==> src/rtl/rtc_alarm_pkg.sv <==
package rtc_alarm_pkg;
    localparam int ADDR_W  = 2;
    localparam int NFIELD  = 3;
    localparam int FIELD_W = 7;
    localparam int HOUR_W  = 6;

    localparam logic [ADDR_W-1:0] A_SEC = 2'd0;
    localparam logic [ADDR_W-1:0] A_MIN = 2'd1;
    localparam logic [ADDR_W-1:0] A_HR  = 2'd2;
    localparam logic [ADDR_W-1:0] A_FLG = 2'd3;

    localparam int FB_WDF = 7;
    localparam int FB_ALF = 6;
    localparam int FB_PWF = 5;
    localparam int FB_OSF = 4;
    localparam int FB_CAL = 2;

    typedef enum logic {
        EV_IDLE,
        EV_CHECK
    } ev_state_e;
endpackage

==> src/rtl/rtc_alarm_match.sv <==
module rtc_alarm_match
    import rtc_alarm_pkg::*;
#(
    parameter int NF   = NFIELD,
    parameter int FW   = FIELD_W,
    parameter int HR_W = HOUR_W
) (
    input  logic            clk,
    input  logic            rst_n,
    input  logic            tick,
    input  logic [NF*FW-1:0] cur_flat,
    input  logic [NF*8-1:0]  alm_flat,
    output logic            hit
);
    ev_state_e state, nxt;
    logic [NF-1:0] field_ok;

    for (genvar g = 0; g < NF; g++) begin : g_field
        localparam logic [FW-1:0] CMP = (g == NF-1) ? FW'((1 << HR_W) - 1) : {FW{1'b1}};
        assign field_ok[g] = alm_flat[g*8+7] |
            (((alm_flat[g*8 +: FW] ^ cur_flat[g*FW +: FW]) & CMP) == '0);
    end

    always_ff @(posedge clk or negedge rst_n) begin
        if (!rst_n) state <= EV_IDLE;
        else        state <= nxt;
    end

    always_comb begin
        nxt = state;
        hit = 1'b0;
        unique case (state)
            EV_IDLE: begin
                if (tick) nxt = EV_CHECK;
            end
            EV_CHECK: begin
                hit = &field_ok;
                nxt = tick ? EV_CHECK : EV_IDLE;
            end
        endcase
    end
endmodule

==> src/rtl/rtc_flag_bank.sv <==
module rtc_flag_bank
    import rtc_alarm_pkg::*;
(
    input  logic       clk,
    input  logic       rst_n,
    input  logic       alarm_hit,
    input  logic       wd_expire,
    input  logic       pf_in,
    input  logic       osc_fail_set,
    input  logic       rd_clr,
    input  logic       wr_flag,
    input  logic [7:0] wdata,
    output logic [7:0] flags
);
    logic       wdf, alf, pwf, osf;
    logic [2:0] ctrl;

    always_ff @(posedge clk or negedge rst_n) begin
        if (!rst_n) begin
            wdf  <= 1'b0;
            alf  <= 1'b0;
            pwf  <= 1'b0;
            ctrl <= 3'b000;
        end else begin
            wdf <= wd_expire | (wdf & ~rd_clr);
            alf <= alarm_hit | (alf & ~rd_clr);
            pwf <= pf_in     | (pwf & ~rd_clr);
            if (wr_flag) ctrl <= wdata[2:0];
        end
    end

    // Battery-domain bit: untouched by the logic reset.
    always_ff @(posedge clk) begin
        if (osc_fail_set)                 osf <= 1'b1;
        else if (wr_flag && !wdata[FB_OSF]) osf <= 1'b0;
    end

    always_comb begin
        flags          = 8'h00;
        flags[FB_WDF]  = wdf;
        flags[FB_ALF]  = alf;
        flags[FB_PWF]  = pwf;
        flags[FB_OSF]  = osf;
        flags[2:0]     = ctrl;
    end
endmodule

==> src/rtl/rtc_cal_wave.sv <==
module rtc_cal_wave #(
    parameter int DIV = 64
) (
    input  logic clk,
    input  logic rst_n,
    input  logic en,
    input  logic ref_en,
    output logic wave
);
    localparam int HALF = DIV / 2;
    localparam int CW   = (HALF > 1) ? $clog2(HALF) : 1;

    logic [CW-1:0] cnt;

    always_ff @(posedge clk or negedge rst_n) begin
        if (!rst_n) begin
            cnt  <= '0;
            wave <= 1'b0;
        end else if (!en) begin
            cnt  <= '0;
            wave <= 1'b0;
        end else if (ref_en) begin
            if (cnt == CW'(HALF - 1)) begin
                cnt  <= '0;
                wave <= ~wave;
            end else begin
                cnt <= cnt + 1'b1;
            end
        end
    end
endmodule

==> src/rtl/rtc_alarm_flags.sv <==
module rtc_alarm_flags
    import rtc_alarm_pkg::*;
#(
    parameter int CAL_DIV = 64
) (
    input  logic              clk,
    input  logic              rst_n,
    input  logic [6:0]        sec_i,
    input  logic [6:0]        min_i,
    input  logic [5:0]        hr_i,
    input  logic              tick_1hz,
    input  logic              wd_expire,
    input  logic              pf_in,
    input  logic              osc_fail_set,
    input  logic              ref_en,
    input  logic [ADDR_W-1:0] addr,
    input  logic              wr_en,
    input  logic              rd_en,
    input  logic [7:0]        wdata,
    output logic [7:0]        rdata,
    output logic [7:0]        flags_o,
    output logic              int_o
);
    logic [7:0]            alm [NFIELD];
    logic [NFIELD*8-1:0]   alm_flat;
    logic [NFIELD*FIELD_W-1:0] cur_flat;
    logic                  alarm_hit;
    logic [7:0]            flags;
    logic                  wave;
    logic [7:0]            rd_mux;
    logic                  rd_clr, wr_flag;

    assign rd_clr  = rd_en & (addr == A_FLG);
    assign wr_flag = wr_en & (addr == A_FLG);

    always_ff @(posedge clk or negedge rst_n) begin
        if (!rst_n) begin
            for (int i = 0; i < NFIELD; i++) alm[i] <= 8'h00;
        end else begin
            for (int i = 0; i < NFIELD; i++)
                if (wr_en && addr == ADDR_W'(i)) alm[i] <= wdata;
        end
    end

    for (genvar g = 0; g < NFIELD; g++) begin : g_flat
        assign alm_flat[g*8 +: 8] = alm[g];
    end
    assign cur_flat = {{(FIELD_W-HOUR_W){1'b0}}, hr_i, min_i, sec_i};

    rtc_alarm_match u_match (
        .clk      (clk),
        .rst_n    (rst_n),
        .tick     (tick_1hz),
        .cur_flat (cur_flat),
        .alm_flat (alm_flat),
        .hit      (alarm_hit)
    );

    rtc_flag_bank u_flags (
        .clk          (clk),
        .rst_n        (rst_n),
        .alarm_hit    (alarm_hit),
        .wd_expire    (wd_expire),
        .pf_in        (pf_in),
        .osc_fail_set (osc_fail_set),
        .rd_clr       (rd_clr),
        .wr_flag      (wr_flag),
        .wdata        (wdata),
        .flags        (flags)
    );

    rtc_cal_wave #(.DIV(CAL_DIV)) u_cal (
        .clk    (clk),
        .rst_n  (rst_n),
        .en     (flags[FB_CAL]),
        .ref_en (ref_en),
        .wave   (wave)
    );

    always_comb begin
        unique case (addr)
            A_SEC:   rd_mux = alm[0];
            A_MIN:   rd_mux = alm[1];
            A_HR:    rd_mux = alm[2];
            default: rd_mux = flags;
        endcase
    end

    always_ff @(posedge clk or negedge rst_n) begin
        if (!rst_n)     rdata <= 8'h00;
        else if (rd_en) rdata <= rd_mux;
    end

    assign flags_o = flags;
    assign int_o   = flags[FB_CAL] ? wave
                   : (flags[FB_WDF] | flags[FB_ALF] | flags[FB_PWF]);
endmodule

==> config.mk <==
export PLATFORM = sky130hd
export DESIGN_NAME = rtc_alarm_flags
export DESIGN_NICKNAME = d
export VERILOG_FILES = /design/src/rtl/rtc_alarm_pkg.sv /design/src/rtl/rtc_alarm_match.sv /design/src/rtl/rtc_flag_bank.sv /design/src/rtl/rtc_cal_wave.sv /design/src/rtl/rtc_alarm_flags.sv
export SDC_FILE = /design/constraint.sdc
export NUM_CORES = 1
export LEC_CHECK = 0
export CAP_MARGIN = 20
export CORE_MARGIN = 2
export CORE_UTILIZATION = 46
export CTS_BUF_LIST = sky130_fd_sc_hd__clkbuf_8
export CTS_CLUSTER_DIAMETER = 50
export DETAILED_ROUTE_END_ITERATION = 7
export GPL_ROUTABILITY_DRIVEN = 0
export PLACE_DENSITY = 0.77
export REMOVE_ABC_BUFFERS = 1
export SLEW_MARGIN = 20
export SYNTH_ARGS = -nofsm -noshare
export SYNTH_HDL_FRONTEND = slang
export SYNTH_HIERARCHICAL = 1
export SYNTH_SLANG_ARGS = --single-unit
==> constraint.sdc <==
create_clock -name clk -period 1.7 [get_ports clk]
set_clock_uncertainty 0.1 [all_clocks]
set_input_delay 0.425 -clock clk [delete_from_list [all_inputs] [get_ports clk]]
set_output_delay 0.425 -clock clk [all_outputs]
set_load 0.005 [all_outputs]
## Word level (Yosys, flattened, before mapping)

Cells that the tools add are included.

| operators by class | value |
|---|---|
| bitwise operators | 18 |
| reductions and logical operators | 11 |
| equal/unequal tests | 6 |
| $add $sub $neg | 1 |
| muxes and demuxes | 10 |

Operators with widths:

| kind | number |
|---|---|
| one-hot mux 8 bit (3 select lines) | 1 |
| logical NOT 7 bit | 3 |
| 2-to-1 mux 5 bit | 3 |
| XOR 7 bit | 2 |
| OR 1 bit | 8 |
| 2-to-1 mux 1 bit | 6 |
| XOR 6 bit | 1 |
| adder 5 x 1 -> 5 bit, second input constant | 1 |
| AND 1 bit | 5 |
| equality test 5 bit, second input constant | 1 |
| equality test 2 bit, second input constant | 2 |
| logical AND 1 bit | 4 |
| AND reduction 3 bit | 1 |
| equality test 2 x 1 -> 1 bit, second input constant | 1 |
| logical NOT 2 bit | 1 |
| != test 2 x 1 -> 1 bit, second input constant | 1 |
| != test 2 bit, second input constant | 1 |
| inverter 1 bit | 2 |
| AND reduction 2 bit | 1 |
| logical NOT 1 bit | 1 |

| word-level totals | value |
|---|---|
| input bits | 39 |
| word-level logic and storage cells | 58 |
| output and inout bits | 17 |
| flip-flop bits (word level) | 46 |

## Longest topological paths before layout

Gate-level depths: netlist of run 1.

| depth | value |
|---|---|
| word-level depth | 6 |
| mapped depth | 6 |
| depth with buffers taken out | 6 |

## Modules after synthesis

Netlist of run 1, hierarchy kept.

Modules (own cells, without submodules):

| module | area an instance (um^2) | cells each | instances | sequential area each (um^2) |
|---|---|---|---|---|
| rtc_alarm_flags | 1462.7 | 103 | 1 | 800.8 |
| rtc_cal_wave | 332.8 | 29 | 1 | 150.1 |
| rtc_flag_bank | 285.3 | 22 | 1 | 170.2 |
| rtc_alarm_match | 257.7 | 28 | 1 | 25.0 |

## Worst setup path after synthesis of run 1

No wires, ideal clock.

| timing | value |
|---|---|
| kind | register to register |
| start | register u_cal.cnt[0] |
| end | register u_cal.cnt[3] |
| cell stages (with the launch flop) | 7 |
| slack | -0.030 ns |
| path buffers | 0 |
| data required time | 1.522 ns |
| arrival time | 1.552 ns |
| setup time | 0.078 ns |
| period minus slack after synthesis | 1.730 ns |
| path through | dfrtp_1 > ha_1 > and3_1 > ha_1 > nand2b_4 > or3_1 > a21boi_1 |

| between the ends | value |
|---|---|
| longest elaborated chain between the ends | 4 |
| elaborated cells on any way between the ends | 5 |
| those cells by class | add/sub (1); eq/ne (1); mux (3) |

Ends and longest elaborated chain:

| item | line | text |
|---|---|---|
| from (decl) | rtc_cal_wave.sv:13 | `logic [CW-1:0] cnt;` |
| from (signal assigned) | rtc_cal_wave.sv:27 | `cnt <= cnt + 1'b1;` |
| adder 5 x 1 -> 5 bit or equality test 5 bit (tied branches) | rtc_cal_wave.sv:27, rtc_cal_wave.sv:23 |  |
| 2-to-1 mux 5 bit (*) | rtc_cal_wave.sv:23 | `if (cnt == CW'(HALF - 1)) begin` |
| 2-to-1 mux 5 bit (*) | rtc_cal_wave.sv:22 | `end else if (ref_en) begin` |
| 2-to-1 mux 5 bit (*) | rtc_cal_wave.sv:19 | `end else if (!en) begin` |

Every way passes the cells marked *; elsewhere a longest branch is shown, timed or not. The select of a mux whose other input is x is not followed.
A chain may end at the register's enable or synchronous reset.

## Worst setup path in the final report of run 1

| timing | value |
|---|---|
| start | input port hr_i[0] |
| end | register u_flags.alf |

| between the ends | value |
|---|---|
| longest elaborated chain between the ends | 6 |

Ends and longest elaborated chain:

| item | line | text |
|---|---|---|
| from (decl) | rtc_alarm_flags.sv:10 | `input logic [5:0] hr_i,` |
| XOR 6 bit | rtc_alarm_match.sv:21 | `(((alm_flat[g*8 +: FW] ^ cur_flat[g*FW +: FW]) & CMP) == '0);` |
| logical NOT 7 bit | rtc_alarm_match.sv:21 |  |
| OR 1 bit | rtc_alarm_match.sv:20 | `assign field_ok[g] = alm_flat[g*8+7] \|` |
| AND reduction 3 bit | rtc_alarm_match.sv:37 | `hit = &field_ok;` |
| 2-to-1 mux 1 bit | rtc_alarm_match.sv:32 | `unique case (state)` |
| net alarm_hit | rtc_alarm_flags.sv:27 | `logic alarm_hit;` |
| OR 1 bit | rtc_flag_bank.sv:26 | `alf <= alarm_hit \| (alf & ~rd_clr);` |
| to (signal assigned) | rtc_flag_bank.sv:26 |  |
| to (decl) | rtc_flag_bank.sv:15 | `logic wdf, alf, pwf, osf;` |

The timed path passes the listed nets, and every way through them passes these cells.

==> run_results.csv, run 1 <==
group,metric,value,unit
run_status,status,"complete, no violations",
place,hpwl,4140,um
floorplan,die_width,75.2,um
synth,ys_warn_count,6,
sta,hold_slack,393,ps
global_route,grt_pass1_wl,9000,um
worst_setup_path,required,1850,ps
finish,fin_cells,334,
place,dp_slack,-422,ps
power_and_ir_drop,power_density,876,nW/um^2
route,antenna_left,0,
place,place_inst,315,
power_and_ir_drop,total_power,2.91,mW
sta,fmax,591,MHz
global_route,grt_pass1_vias,1837,
route,wirelength,5650,um
finish,syn2layout_area_growth,42.4,%
global_route,grt_use_total,22.2,%
clocking,cts_sinks,46,
synth,syn_area_per_cell,12.9,sq um
synth,netlist_instances,181,
worst_setup_path,path_max_fanout,1,
flow_run,cap_violations,0,
floorplan,start_util,48.5,%
synth,synth_area,2330,sq um
global_route,antenna_found_initial,0,
floorplan,die_h,75.2,um
route,via_per_inst,5.13,
worst_setup_path,worstPathArrival,1840,ps
clocking,cts_max_level,2,
floorplan,die_area,5660,sq um
global_route,grt_overflow,0,
place,placedInstanceArea,3070,sq um
finish,nNetsFinal,307,
sta,setup_slack,8.30,ps
route,dr_total_vias,1714,
sta,tns,0,ps
worst_setup_path,cp-start-kind,"input pin",
worst_setup_path,crit_path_end_kind,"flip-flop",
sta,finalSetupViolCount,0,
route,drt-wirelength-per-cell,16.9,um
route,first_iter_violations,107,
place,numPortBuffers,54,
clocking,insertion_delay,300,ps
clocking,cts_buffers,5,
finish,antennaDiodeCount,0,
hold_path,worstHoldPathType,"reg -> reg",
floorplan,pin_count,56,
sta,drv_slew,0,
route,drcViolationCount,0,
clocking,cts_tree,"built",
floorplan,core,4820,sq um
power_and_ir_drop,vdd_drop_max,588,uV
clocking,clk_pin_slew,80,ps
global_route,grt_max_degree,46,
worst_setup_path,path_class,"in -> reg",
power_and_ir_drop,p_leak,1.56,nW
sta,hold_violations,0,
sta,fin_crit,1690,ps
finish,drive_above_1_share,29.2,%
floorplan,rows,25,
route,dr.pass1.iters,4,
clocking,clockBufferDepth,2,
sta,finalCritPeriodShare,99.5,%
sta,rsz0062_at_grt,"yes",
clocking,clockRootBuffer,"clkbuf_8",
finish,postLayoutCellArea,3320,sq um
finish,utilization,69.0,%
==> state kept, by name, summed over array words and instances, names as in the netlist <==
name           count
alm               24
rdata              8
u_cal/cnt          5
u_flags/ctrl       3
u_cal/wave         1
u_flags/alf        1
u_flags/osf        1
u_flags/pwf        1
u_flags/wdf        1
u_match/state      1
==> layer usage <==
metal / vias to the layer above / global-route usage, % / part of all wire [%] / wire, um
li1: 817 / - / - / -
met1: 837 / 28.6 / 45 / 2520
met2: 50 / 37.5 / 49 / 2790
met3: 10 / 3.75 / 4.3 / 243
met4: 0 / 8.38 / 1.8 / 102
met5: - / 0 / 0 / 0
==> worst max-delay path, stage by stage <==
cell             delay [ps]
clkdlybuf4s50_1         420
xor2_1                  170
nor4_2                  310
a31oi_1                 140
nor4b_2                 260
a21o_1                  110
==> cells in the final DEF (no fill, tap or decap), types with 2 or more instances in the layout <==
| cell type | count |
|---|---|
| nor4_2 | 2 |
| dlymetal6s2s_1 | 10 |
| dfrtp_1 | 45 |
| nand3_1 | 2 |
| xor2_1 | 11 |
| a41oi_2 | 2 |
| clkdlybuf4s50_1 | 29 |
| mux2_2 | 24 |
| clkbuf_8 | 5 |
| buf_12 | 2 |
| xnor2_1 | 9 |
| a21o_1 | 4 |
| o221ai_1 | 8 |
| nor2b_1 | 3 |
| nand2b_1 | 10 |
| and3_1 | 2 |
| dlygate4sd2_1 | 13 |
| nand2_1 | 3 |
| mux2_1 | 3 |
| buf_2 | 2 |
| and2_1 | 2 |
| mux2i_1 | 19 |
| buf_4 | 30 |
| inv_1 | 4 |
==> report_power, final <==
| group | internal, mW | total (mW) | switching [mW] |
|---|---|---|---|
| combinational | 0.517 | 0.857 | 0.340 |
| clock | 0.275 | 0.625 | 0.351 |
| sequential | 1.27 | 1.43 | 0.156 |
| total | 2.06 | 2.91 | 0.847 |
==> timing repair <==
item / CTS / global route
setup buffers: 8 / 2
pin swaps: 8 / 8
setup endpoints to repair: 48 / 11
resized for setup: 26 / 15
gates cloned: 0 / 0
hold buffers: 1 / 0
hold endpoints to repair: 1 / 0
==> layout make-up <==
cell class / instances / area (sq um)
Fill cell: 402 / 1490
Timing Repair Buffer: 88 / 826
Multi-Input combinational cell: 124 / 1180
Clock inverter: 3 / 11.3
Inverter: 1 / 3.75
Sequential cell: 46 / 1150
Clock buffer: 5 / 68.8
Tap cell: 67 / 83.8
==> final timing paths <==
| path | start | endpoint | slack, ps | cells after the start |
|---|---|---|---|---|
| max reg2reg | u_cal/cnt[1] | u_cal/cnt[3] | 60 | 6 |
| max | hr_i[0] | u_flags/alf | 8 | 6 |
| max in group asynchronous | rst_n | u_cal/cnt[0] | 760 | 3 |
| min in group asynchronous | rst_n | rdata[5] | 530 | 3 |
| min | u_flags/osf | u_flags/osf | 390 | 1 |
| min reg2reg | u_flags/osf | u_flags/osf | 390 | 1 |
Power figures use the tool's default switching activity.
==> run 2: changes to the inputs <==
Settings changed: RECOVER_POWER set to 100, TNS_END_PERCENT set to 50.
==> run_results.csv, run 2 (synthesized netlist as in run 1, its figures left out) <==
group,metric,value,unit
sta,finalCritPeriodShare,99.9,%
finish,layout_commonest_cell,"dfrtp_1",
finish,syn2layout_area_growth,38.9,%
finish,top_regs,"alm x24, rdata x8, u_cal/cnt x5",
route,via_per_inst,5.15,
worst_setup_path,cp-start-kind,"input pin",
route,wirelength,5580,um
worst_setup_path,reg2reg_depth,6,
run_status,status,"complete, no violations",
place,numPortBuffers,54,
worst_setup_path,r2r_end,"u_cal/cnt[3]",
worst_setup_path,crit_path_end_kind,"flip-flop",
finish,multiInputGateArea,1180,sq um
power_and_ir_drop,p_leak,1.46,nW
finish,drive_above_1_share,26.5,%
sta,drv_slew,0,
floorplan,die_area,5660,sq um
sta,finalSetupViolCount,0,
hold_path,min_to,"u_flags/osf",
floorplan,rows,25,
sta,slew_headroom,58.6,%
finish,largest_reg_flops,24,
finish,nNetsFinal,304,
global_route,grt_pass1_vias,1822,
floorplan,core,4820,sq um
clocking,clk_pin_slew,80,ps
clocking,cts_tree,"built",
worst_setup_path,path_max_fanout,1,
global_route,grt_overflow,0,
floorplan,die_h,75.2,um
route,drt-wirelength-per-cell,16.9,um
finish,antennaDiodeCount,0,
worst_setup_path,r2r_slack,60,ps
global_route,grt_max_degree,46,
sta,fmax,589,MHz
worst_setup_path,required,1850,ps
clocking,cts_sinks,46,
hold_path,hold_depth,1,
route,first_iter_violations,119,
finish,fin_cells,331,
clocking,cts_max_level,2,
global_route,grt_pass1_wl,8940,um
sta,tightest_slew,622,ps
floorplan,die_width,75.2,um
finish,seq_area,1150,sq um
finish,postLayoutCellArea,3240,sq um
place,place_inst,315,
route,dr.pass1.iters,4,
place,placedInstanceArea,3070,sq um
floorplan,start_util,48.5,%
clocking,clockBufferDepth,2,
power_and_ir_drop,power_density,883,nW/um^2
hold_path,worstHoldPathType,"reg -> reg",
floorplan,pin_count,56,
worst_setup_path,timing.rr.start,"u_cal/cnt[1]",
finish,nFillCells,418,
power_and_ir_drop,total_power,2.86,mW
place,hpwl,4140,um
clocking,clockRootBuffer,"clkbuf_8",
route,dr_total_vias,1703,
finish,top_register,"alm",
hold_path,worstHoldStart,"u_flags/osf",
sta,rsz0062_at_grt,"yes",
route,drcViolationCount,0,
route,antenna_left,0,
global_route,grt_use_total,22.0,%
sta,fin_crit,1700,ps
sta,tns,0,ps
clocking,insertion_delay,300,ps
global_route,antenna_found_initial,0,
finish,final_cell_mix,"dfrtp_1, clkdlybuf4s50_1, mux2_2",
flow_run,cap_violations,0,
sta,hold_violations,0,
worst_setup_path,worstPathArrival,1850,ps
power_and_ir_drop,vdd_drop_max,585,uV
worst_setup_path,path_class,"in -> reg",
clocking,cts_buffers,5,
-- run 2: changes by cell type in the layout (fill, tap and decap cells not counted), moves of 3 or more --
cell             previous run  this run
clkbuf_1                    0         5
buf_4                      30        21
clkdlybuf4s25_1             0         3
clkdlybuf4s50_1            29        26
dlygate4sd2_1              13        16
dlymetal6s2s_1             10         5
-- run 2: worst max path at each step --
stage	from	end	slack [ps]	depth (start not counted)
after CTS	rdata[6]	rdata[6]	5	1
final	hr_i[0]	u_flags/alf	2	6
after detailed placement	hr_i[1]	u_flags/alf	-420	6
after global routing	u_cal/cnt[1]	u_cal/cnt[3]	-30	6
after global placement	hr_i[1]	u_flags/alf	-370	6
after floorplan	u_cal/cnt[0]	u_cal/cnt[3]	-30	6
-- run 2: report_power, final --
group	leakage, nW	switching [mW]	total, mW	internal, mW
Sequential	0.552	0.156	1.43	1.27
Clock	0.0519	0.351	0.625	0.274
Combinational	0.858	0.333	0.809	0.475
Total	1.46	0.841	2.86	2.02
-- run 2: worst max-delay path, stage by stage --
cell and delay, ps:
clkdlybuf4s50_1 420, xor2_1 170, nor4_2 320, a31oi_1 140, nor4b_2 250, a21o_1 110
-- run 2: metrics by stage --
stage / hold WS [ps] / util [%] / setup slack [ps]
2_1_floorplan: 29.4 / - / -29.9
3_3_place_gp: 325 / 63.8 / -375
3_5_place_dp: 323 / 63.8 / -422
4_1_cts: 396 / 67.0 / 5.10
5_1_grt: 425 / 67.3 / -28.7
6_report: 393 / 67.3 / 1.93
-- run 2: timing repair --
action | CTS | global route
buffers inserted | 5 | 2
setup endpoints to repair | 48 | 8
pin swaps | 8 | 8
endpoints found under the hold margin | 1 | 0
hold buffers | 1 | 0
gates resized for setup | 29 | 12
-- run 2: cell type report --
| class | count | area share, % |
|---|---|---|
| timing repair buffer | 85 | 23.1 |
| clock inverter | 3 | 0.347 |
| sequential | 46 | 35.4 |
| clock buffer | 5 | 2.12 |
| tap | 67 | 2.59 |
| inverter | 1 | 0.116 |
| multi-input combinational | 124 | 36.4 |
-- run 2: routing by layer --
metal | vias to the layer above | global-route usage (%) | wire length [um]
met5 | - | 0 | 0
met4 | 0 | 8.38 | 92
li1 | 813 | - | -
met1 | 829 | 28.5 | 2520
met3 | 11 | 3.75 | 248
met2 | 50 | 37.0 | 2720
